<file path="config.mk">
export PLATFORM = sky130hd
export DESIGN_NAME = bixcvr_top
export DESIGN_NICKNAME = d
export VERILOG_FILES = /design/src/rtl/bixcvr_pkg.sv /design/src/rtl/bixcvr_strobe_edge.sv /design/src/rtl/bixcvr_capture_reg.sv /design/src/rtl/bixcvr_drive_fsm.sv /design/src/rtl/bixcvr_top.sv
export SDC_FILE = /design/constraint.sdc
export NUM_CORES = 1
export LEC_CHECK = 0
export ABC_AREA = 1
export BUFFER_PORTS_ARGS = -buffer_cell sky130_fd_sc_hd__buf_2
export CAP_MARGIN = 20
export CORE_MARGIN = 1.5
export CORE_UTILIZATION = 40
export CTS_CLUSTER_DIAMETER = 40
export CTS_CLUSTER_SIZE = 16
export DETAILED_ROUTE_END_ITERATION = 7
export PLACE_DENSITY = 0.69
export SYNTH_ARGS = -nofsm -noshare
export SYNTH_HDL_FRONTEND = slang
export SYNTH_SLANG_ARGS = --single-unit
</file>
<file path="constraint.sdc">
create_clock -name clk -period 2.2 [get_ports clk]
set_input_delay 0.44 -clock clk [delete_from_list [all_inputs] [get_ports clk]]
set_output_delay 0.44 -clock clk [all_outputs]
set_load 0.01 [all_outputs]
</file>
<file path="src/rtl/bixcvr_pkg.sv">
package bixcvr_pkg;

    typedef enum logic [2:0] {
        ST_RESET   = 3'd0,
        ST_ISOLATE = 3'd1,
        ST_DRIVE_B = 3'd2,
        ST_DRIVE_A = 3'd3,
        ST_TURN    = 3'd4
    } drive_st_t;

    // Drive state requested by the enable and direction inputs
    function automatic drive_st_t requested_state(input logic oe_n, input logic dir);
        if (oe_n)
            return ST_ISOLATE;
        else if (dir)
            return ST_DRIVE_B;
        else
            return ST_DRIVE_A;
    endfunction

endpackage

</file>
<file path="src/rtl/bixcvr_strobe_edge.sv">
module bixcvr_strobe_edge #(
    parameter int SYNC_STAGES = 2
) (
    input  logic clk,
    input  logic rst_n,
    input  logic strobe,
    output logic rise
);
    localparam int CHAIN = SYNC_STAGES + 1;

    logic [CHAIN-1:0] chain_q;

    generate
        for (genvar i = 0; i < CHAIN; i++) begin : g_stage
            if (i == 0) begin : g_first
                always_ff @(posedge clk) begin
                    if (!rst_n) chain_q[i] <= 1'b0;
                    else        chain_q[i] <= strobe;
                end
            end else begin : g_next
                always_ff @(posedge clk) begin
                    if (!rst_n) chain_q[i] <= 1'b0;
                    else        chain_q[i] <= chain_q[i-1];
                end
            end
        end
    endgenerate

    // Last synchronized sample high, the one before it low
    assign rise = chain_q[SYNC_STAGES-1] & ~chain_q[SYNC_STAGES];

endmodule

</file>
<file path="src/rtl/bixcvr_capture_reg.sv">
module bixcvr_capture_reg #(
    parameter int WIDTH = 8
) (
    input  logic             clk,
    input  logic             rst_n,
    input  logic             load,
    input  logic [WIDTH-1:0] d,
    output logic [WIDTH-1:0] q
);
    always_ff @(posedge clk) begin
        if (!rst_n)    q <= '0;
        else if (load) q <= d;
    end
endmodule

</file>
<file path="src/rtl/bixcvr_drive_fsm.sv">
module bixcvr_drive_fsm
    import bixcvr_pkg::*;
(
    input  logic clk,
    input  logic rst_n,
    input  logic oe_n,
    input  logic dir,
    output logic drive_a,
    output logic drive_b
);
    drive_st_t state_q, state_d, want;

    assign want = requested_state(oe_n, dir);

    always_comb begin
        state_d = state_q;
        unique case (state_q)
            ST_RESET:   state_d = want;
            ST_ISOLATE: state_d = want;
            ST_TURN:    state_d = want;
            ST_DRIVE_B: state_d = (want == ST_DRIVE_A) ? ST_TURN : want;
            ST_DRIVE_A: state_d = (want == ST_DRIVE_B) ? ST_TURN : want;
            default:    state_d = ST_ISOLATE;
        endcase
    end

    always_ff @(posedge clk) begin
        if (!rst_n) state_q <= ST_RESET;
        else        state_q <= state_d;
    end

    always_comb begin
        drive_a = 1'b0;
        drive_b = 1'b0;
        unique case (state_q)
            ST_DRIVE_B: drive_b = 1'b1;
            ST_DRIVE_A: drive_a = 1'b1;
            default: begin
                drive_a = 1'b0;
                drive_b = 1'b0;
            end
        endcase
    end

endmodule

</file>
<file path="src/rtl/bixcvr_top.sv">
module bixcvr_top #(
    parameter int WIDTH       = 8,
    parameter int SYNC_STAGES = 2
) (
    input  logic             clk,
    input  logic             rst_n,
    input  logic             oe_n,
    input  logic             dir,
    input  logic             sel_ab,
    input  logic             sel_ba,
    input  logic             stb_ab,
    input  logic             stb_ba,
    input  logic [WIDTH-1:0] a_in,
    output logic [WIDTH-1:0] a_out,
    output logic [WIDTH-1:0] a_oe,
    input  logic [WIDTH-1:0] b_in,
    output logic [WIDTH-1:0] b_out,
    output logic [WIDTH-1:0] b_oe
);
    localparam int NDIR = 2;  // index 0: A to B, index 1: B to A

    logic [NDIR-1:0]            strobe_v;
    logic [NDIR-1:0]            rise_v;
    logic [NDIR-1:0][WIDTH-1:0] src_v;
    logic [NDIR-1:0][WIDTH-1:0] held_v;
    logic                       drive_a, drive_b;

    assign strobe_v = {stb_ba, stb_ab};
    assign src_v[0] = a_in;
    assign src_v[1] = b_in;

    generate
        for (genvar d = 0; d < NDIR; d++) begin : g_dir
            bixcvr_strobe_edge #(.SYNC_STAGES(SYNC_STAGES)) u_edge (
                .clk   (clk),
                .rst_n (rst_n),
                .strobe(strobe_v[d]),
                .rise  (rise_v[d])
            );
            bixcvr_capture_reg #(.WIDTH(WIDTH)) u_reg (
                .clk  (clk),
                .rst_n(rst_n),
                .load (rise_v[d]),
                .d    (src_v[d]),
                .q    (held_v[d])
            );
        end
    endgenerate

    bixcvr_drive_fsm u_fsm (
        .clk    (clk),
        .rst_n  (rst_n),
        .oe_n   (oe_n),
        .dir    (dir),
        .drive_a(drive_a),
        .drive_b(drive_b)
    );

    always_comb begin
        b_oe  = {WIDTH{drive_b}};
        a_oe  = {WIDTH{drive_a}};
        b_out = drive_b ? (sel_ab ? held_v[0] : a_in) : '0;
        a_out = drive_a ? (sel_ba ? held_v[1] : b_in) : '0;
    end

endmodule

</file>
After elaboration in Yosys (flattened, before gate mapping)
Cells that the tools add are included.
{ "totals": {"wordCells": 32, "inputBits": 24, "output_inout_bits": 32, "ff_bits": 25} }
{ "op_classes": {"muxes": 11, "bitwise": 4, "reduce_logical": 2, "eq_ne": 6} }
{ "ops": {"columns": ["op", "count"], "rows": [
  ["2-to-1 mux 8 bit", 4],
  ["equality test 3 x 2 -> 1 bit, second input constant", 4],
  ["2-to-1 mux 3 bit", 3],
  ["case mux 3 bit (3 select lines)", 1],
  ["equality test 3 x 1 -> 1 bit, second input constant", 1],
  ["equality test 3 bit, second input constant", 1],
  ["logical NOT 3 bit", 1],
  ["2-to-1 mux 1 bit", 3],
  ["OR reduction 3 bit", 1],
  ["AND 1 bit", 2],
  ["NOT 1 bit", 2]
]} }

Longest topological paths before layout
Gate-level depths: netlist (run 1).
{ "logic_depth": {"word_depth": 5, "ltp_mapped": 6, "depth_no_buf": 6} }

By module
From an unflattened synthesis (run 1), not the netlist that was laid out.
{ "hier_totals": {"cells_unflattened": 259, "area_unflattened_um2": 1609.0} }
{ "modules_own_cells": {"columns": ["mod", "area_each_um2", "seq_area_each_um2", "n_inst", "cells_each"], "rows": [
  ["bixcvr_capture_reg", 356.6, 160.2, 2, 51],
  ["bixcvr_top", 505.5, 0.0, 1, 102],
  ["bixcvr_drive_fsm", 205.2, 60.1, 1, 33],
  ["bixcvr_strobe_edge", 92.6, 60.1, 2, 11]
]} }

Worst setup path after synthesis (run 1)
Ideal clock, no wire load.
{ "synth_path": {"path_kind": "reg-to-output", "startpoint": "reg u_fsm.state_q[1]", "endpoint": "out b_out[0]", "required_ns": 1.760, "path_buffers": 0, "setup_slack_ns": 0.667, "path_stages_with_launch": 5, "arrival_ns": 1.093, "cell_sequence": "dfxtp_1 -> inv_1 -> nor3_4 -> inv_2 -> a21oi_1"} }
{ "synth_via": {"elab_chain_len": 3} }
{ "synth_rtl": {"columns": ["element", "line_no", "rtl"], "rows": [
  ["from (decl)", "bixcvr_drive_fsm.sv:11", "drive_st_t state_q, state_d, want;"],
  ["from (signal assigned)", "bixcvr_drive_fsm.sv:29", "else state_q <= state_d;"],
  ["equality test 3 x 2 -> 1 bit", "bixcvr_drive_fsm.sv:35", "unique case (state_q)"],
  ["2-to-1 mux 1 bit", "bixcvr_drive_fsm.sv:35", null],
  ["net drive_b", "bixcvr_top.sv:26", "logic drive_a, drive_b;"],
  ["2-to-1 mux 8 bit", "bixcvr_top.sv:62", "b_out = drive_b ? (sel_ab ? held_v[0] : a_in) : '0;"],
  ["to (decl)", "bixcvr_top.sv:17", "output logic [WIDTH-1:0] b_out,"]
]} }
The timed path passes the listed nets, and every way through them passes these cells.

Final worst setup path (run 1)
{ "layout_path": {"startpoint": "reg u_fsm.state_q[1]", "endpoint": "out b_out[3]"} }
{ "layout_via": {"elab_chain_len": 3} }
{ "layout_rtl": {"columns": ["element", "line_no"], "rows": [
  ["equality test 3 x 2 -> 1 bit", "bixcvr_drive_fsm.sv:35"],
  ["2-to-1 mux 1 bit", "bixcvr_drive_fsm.sv:35"],
  ["2-to-1 mux 8 bit", "bixcvr_top.sv:62"]
]} }
Every way passes these cells.

==> reports/qor.txt, run 1 <==
Post-DRT Antenna Nets = 0
Crit Path Max Fanout = 8
CP max stage delay = 390 ps
Sw Pwr = 220 µW
Clock power frac = 0.237
Clock Path Buffers = 2
Max Cap Viol = 0
DRC Markers = 0
Synth Net Count = 221
Reg2reg setup slack = 1050 ps
Clk sinks = 25
Slowest CP cell = dfxtp_2
Final period util = 0.889
Overall Power = 822 µW
Clk slew on worst S/H paths = 120 ps
Gp weighted congestion = 0.773
Initial antenna violation count = 0
Crit path DAT = 1520 ps
Reg2reg end = g_dir[0].u_reg.q[6]$_SDFFE_PN0P_
Share of cells above drive strength 1 = 0.295
Skew-Pair Late Insertion Delay = 310 ps
Worst setup SP type = register
Ys Warns = 0
First-pass GRT wire length = 4030 µm
Via-to-Cell Ratio = 4.37
Routed Wire Length = 2500 µm
NumNets Final = 262
IO Port Bufs = 55
Post-synth top area cell = dfxtp_1
Vias in the first global route = 932
CTS buffer count = 3
P_leak = 0.912 nW
DR vias = 1229
Max Freq = 511 MHz
Tightest Pin Transition = 519 ps
DR WL/cell = 8.90 µm
Final setup fails = 0
DIE WIDTH = 60.6 µm
Peak VDD IR = 0.272 mV
Part of the power in registers = 0.595
GRT Total Usage = 0.142
Worst setup EP type = output pin
Die Area = 0.00367 mm²
Critical path launch point = u_fsm.state_q[1]$_SDFF_PN0_
DP HPWL = 1860 µm
Critical path class = reg -> out
Slew headroom = 0.654
Min Tclk post-route = 1960 ps
DRT Pass-1 Iters = 4
Initial Util = 0.427
Reg2Reg Depth = 5
Synthesized area = 0.00133 mm²
Crit-path cells = inv_1 -> nor3_4 -> inv_2 -> a21oi_1 -> buf_2
Outcome = completed
Switch share = 0.268
H-tree depth = 1
Combinational power share = 0.167
Register area share after synthesis = 0.377
Initial DRC count = 35
Setup TNS = 0 ps
Clock skew = 9.23 ps
# rows = 20
Critical path depth = 5
Syn-to-layout area delta = 17.2%
Worst R2R Start = g_dir[0].u_edge.chain_q[1]$_SDFF_PN0_
Synth Area per Inst = 6.73 µm²
Crit path max-delay family = flip-flops
Synth area leaders = dfxtp_1 (38%), nand2_1 (12%), buf_4 (9.6%)
#FFs+latches synth = 25
CTS tree = built
Critical Path RT = 1760 ps
CP endpoint = b_out[3]
WP buf/inv = 3
# diodes = 0
Largest net degree at the start of global routing = 25
Post-synth top area share = 0.377
Unique masters post-synth = 17
Slew Viols, Final = 0
I/O pin total = 56
Hold_sp = stb_ab
Post-synthesis cell count = 197
Cell Int Power = 601 µW
Tightest Hold Check Type = in -> reg
Setup repair after global routing missed its margin = no
Final Hold Viols = 0
Pwr Density = 529 mW/mm²
Clock root buffer = clkbuf_4
Die Ht = 60.6 µm
Core area = 0.00310 mm²
Remaining Overflow, GRT = 0
-- synthesized netlist by cell type --
master    instances
a21oi_1          18
buf_2             2
buf_4            17
clkbuf_1          2
dfxtp_1          25
inv_1            30
inv_2             2
nand2_1          44
nand2_4           2
nand3_1           2
nand3_2           1
nor2_1           23
nor2_2            2
nor2_8            1
nor3_4            1
o21ai_0          24
o21bai_1          1
-- power by group through the flow --
stage	logic, mW	registers, mW	clock network (mW)
after floorplan	0.101	0.496	0
after global placement	0.134	0.499	0
after detailed placement	0.136	0.499	0
after CTS	0.136	0.489	0.204
after global routing	0.158	0.493	0.231
final	0.137	0.489	0.195
-- what timing repair did --
item                                    CTS  global route
setup buffers                             0             2
endpoints found under the setup margin    0             1
hold buffers                              0             0
gates resized for setup                   0             1
hold endpoints to repair                  0             0
-- through the flow --
stage                     std cells   util  setup WS (ps)  area, µm²  hold slack, ps
after global placement          275  0.487            566       1510             394
final                           281  0.501            244       1550             313
after floorplan                 197      -            667       1330             390
after detailed placement        275  0.487            511       1510             399
after CTS                       279  0.496            154       1540             303
after global routing            281  0.501           74.3       1550             317
-- worst reg2reg max path: stages, from the launching register on --
cell and delay, ps:
dfxtp_1 350, inv_1 50, nor2_2 260, inv_1 220
nor2_1 140, nor2_1 60
-- final cells by class --
class / instances / area [µm²]
clock buffers: 4 / 26.3
fillers: 329 / 1550
inverters: 32 / 120
multi-input cells: 119 / 561
flip-flops and latches: 25 / 502
well taps: 44 / 55.1
repair buffers: 57 / 290
-- state kept, by name, summed over array words and instances (netlist names) --
signal and cells:
g_dir.u_edge.chain_q 6, g_dir.u_reg.q 16, u_fsm.state_q 3
-- layout by cell type (no fill, tap or decap), drive strengths merged --
cell type and n:
nor2 26, nor3 1, dfxtp 25, inv 32, a21oi 18, nand2 46
clkbuf 4, nand3 3, o21ai 24, o21bai 1, buf 57
-- worst min path at each step --
stage                                            end  slack (ps)  cells after the start
3_3_place_gp   g_dir[0].u_edge.chain_q[1]$_SDFF_PN0_         390                      2
3_5_place_dp   g_dir[0].u_edge.chain_q[1]$_SDFF_PN0_         400                      2
4_1_cts        g_dir[0].u_edge.chain_q[0]$_SDFF_PN0_         300                      3
5_1_grt        g_dir[0].u_edge.chain_q[0]$_SDFF_PN0_         320                      3
2_1_floorplan  g_dir[0].u_edge.chain_q[1]$_SDFF_PN0_         390                      2
6_report       g_dir[0].u_edge.chain_q[0]$_SDFF_PN0_         310                      3
-- metal layers --
layer  vias to the layer above  GRT usage  share of wire
li1                        669          -              -
met1                       516      0.201           0.50
met2                        44      0.221           0.43
met3                         0     0.0299          0.066
met4                         0     0.0373              0
met5                         -          0              0
-- logic make-up after synthesis --
kind of cell / after synthesis / share of synthesized area
buf+inv: 53 / 0.200
flops: 25 / 0.377
compound gates: 43 / 0.164
simple gates: 76 / 0.258
Power figures use the tool's default switching activity.
==> run 2, diff against run 1 <==
--- a/config.mk
+++ b/config.mk
@@ -5,7 +5,7 @@
 export SDC_FILE = /design/constraint.sdc
 export NUM_CORES = 1
 export LEC_CHECK = 0
-export ABC_AREA = 1
+export ABC_AREA = 0
 export BUFFER_PORTS_ARGS = -buffer_cell sky130_fd_sc_hd__buf_2
 export CAP_MARGIN = 20
 export CORE_MARGIN = 1.5
==> run 2 against run 1 <==
- clock power grew 3%
- combinational power about the same
- largest power group unchanged
- via count decreased by 23%
- critical path depth decreased by 1
- largest cell class unchanged
- total power shrank 0.55%
- synthesized cell count fell by 32%
==> reports/qor.txt, run 2 <==
Outcome = completed
CTS buffer count = 3
Metal3 WL = 144 µm
Post-synthesis cell count = 133
Die Area = 0.00357 mm²
# diodes = 0
DR WL/cell = 10.2 µm
Leading cell types in the layout, fill and taps excluded = buf_2 (55), mux2i_1 (32), dfxtp_1 (25)
Post-cts gate resize count = 0
Crit Path Max Fanout = 9
Die Ht = 59.8 µm
Synth area leaders = dfxtp_1 (39%), mux2i_1 (25%), buf_4 (10%)
Clock Path Buffers = 2
DRT met1 WL = 1030 µm
Final setup fails = 0
Initial Util = 0.423
Post-synth top area cell = dfxtp_1
Final period util = 0.860
Critical path class = reg -> out
Max Cap Viol = 0
Setup TNS = 0 ps
DP Area = 0.00147 mm²
# rows = 20
Fill cells = 304
Ys Warns = 0
Overall Power = 817 µW
Initial antenna violation count = 0
Area of the multi-input gates = 616 µm²
I/O pin total = 56
Min Tclk post-route = 1890 ps
Slew Viols, Final = 0
Post-synth top cells = mux2i_1 (32), dfxtp_1 (25), buf_4 (18), nor2b_1 (18), nor2_1 (16)
Hold_ws = 322 ps
DRT Pass-1 Iters = 2
Skew-Pair Late Insertion Delay = 310 ps
Max Freq = 529 MHz
Synth Net Count = 157
Most instantiated library cell after synthesis = mux2i_1
Peak VDD IR = 0.216 mV
P_leak = 0.736 nW
Most common cell after layout, fill and taps aside = buf_2
Final Non-Filler Cells = 215
DP HPWL = 1680 µm
Vias in the first global route = 808
Main synth FF type = dfxtp_1
Synthesized area = 0.00129 mm²
Syn-to-layout area delta = 16.1%
DRC Markers = 0
Clk slew on worst S/H paths = 130 ps
Number of synthesized flops with an enable pin = 0
Clock root buffer = clkbuf_4
Core area = 0.00305 mm²
First-pass GRT wire length = 3460 µm
Initial DRC count = 17
Worst setup margin = 308 ps
Post-synth top area share = 0.388
Largest net degree at the start of global routing = 26
DR vias = 947
DIE WIDTH = 59.8 µm
Clk sinks = 25
IO Port Bufs = 55
Worst setup EP type = output pin
Synth Area per Inst = 9.70 µm²
Setup bufs post-CTS = 0
Unique masters post-synth = 22
Crit path DAT = 1450 ps
Register area share after synthesis = 0.388
#FFs+latches synth = 25
Slew headroom = 0.737
Tightest Hold Check Type = in -> reg
Clock skew = 1.76 ps
GRT Total Usage = 0.128
Post-synthesis async set-or-reset flop share = 0
Gp weighted congestion = 0.772
Largest register FFs = 16
Pwr Density = 546 mW/mm²
H-tree depth = 1
Placed Instances = 211
Max layer used = met4
Met2 routed WL = 976 µm
NumNets Final = 196
Register area = 500 µm²
Share of cells above drive strength 1 = 0.368
Fin util = 0.491
Hold_buf cts = 0
Most flops, register = g_dir.u_reg.q
Routed Wire Length = 2190 µm
Via-to-Cell Ratio = 4.40
Worst setup SP type = register
Largest registers = g_dir.u_reg.q: 16 flops, g_dir.u_edge.chain_q: 6 flops, u_fsm.state_q: 3 flops
Dpl ws = 633 ps
Final Hold Viols = 0
Design area = 0.00150 mm²
Post-DRT Antenna Nets = 0
Critical Path RT = 1760 ps
Remaining Overflow, GRT = 0
Setup repair after global routing missed its margin = no
Tightest Pin Transition = 395 ps
CTS tree = built
-- run 2: cell count changes after synthesis, moves of 7 or more --
cell,change
nand2_1,-43
o21ai_0,-22
inv_1,-29
nor2_1,-7
a21oi_1,-18
mux2i_1,+32
nor2b_1,+18
-- run 2: cell type report --
type	count	area share
clock buffer	4	0.0175
inverter	2	0.00668
multi-input combinational	83	0.411
sequential	25	0.334
tap	44	0.0368
timing repair buffer	57	0.194
-- run 2: per-layer routing --
metal  up-vias  GRT usage
met4         0     0.0762
met1       403      0.153
li1        496          -
met5         -          0
met3         5     0.0195
met2        43      0.216
-- run 2: worst paths after layout --
path / cells after the start / slack, ps / end / from
setup / recovery: 4 / 310 / a_oe[1] / u_fsm.state_q[1]$_SDFF_PN0_
hold / removal: 2 / 320 / g_dir[0].u_edge.chain_q[0]$_SDFF_PN0_ / stb_ab
setup reg to reg: 5 / 960 / u_fsm.state_q[0]$_SDFF_PN0_ / u_fsm.state_q[1]$_SDFF_PN0_
hold reg to reg: 1 / 450 / g_dir[0].u_edge.chain_q[1]$_SDFF_PN0_ / g_dir[0].u_edge.chain_q[0]$_SDFF_PN0_
-- run 2: power breakdown --
part | leakage [nW] | switching [mW] | internal (mW)
logic | 0.517 | 0.0675 | 0.0694
clock network | 0.0150 | 0.130 | 0.0710
registers | 0.204 | 0.00926 | 0.470
total | 0.736 | 0.207 | 0.610
-- run 2: cells by family (layout without fill, tap and decap cells) --
group	count (synthesis)	in the layout	synth area share
compound gates	5	5	0.0262
xor+xnor	1	1	0.00679
buf+inv	25	63	0.135
flops	25	25	0.388
mux	32	32	0.248
simple gates	45	45	0.196
-- run 2: worst max-delay path, stage by stage, from the launching register on --
cell and delay (ps):
dfxtp_1 390, nor2b_4 170, nand2_1 210, inv_1 210, buf_2 160
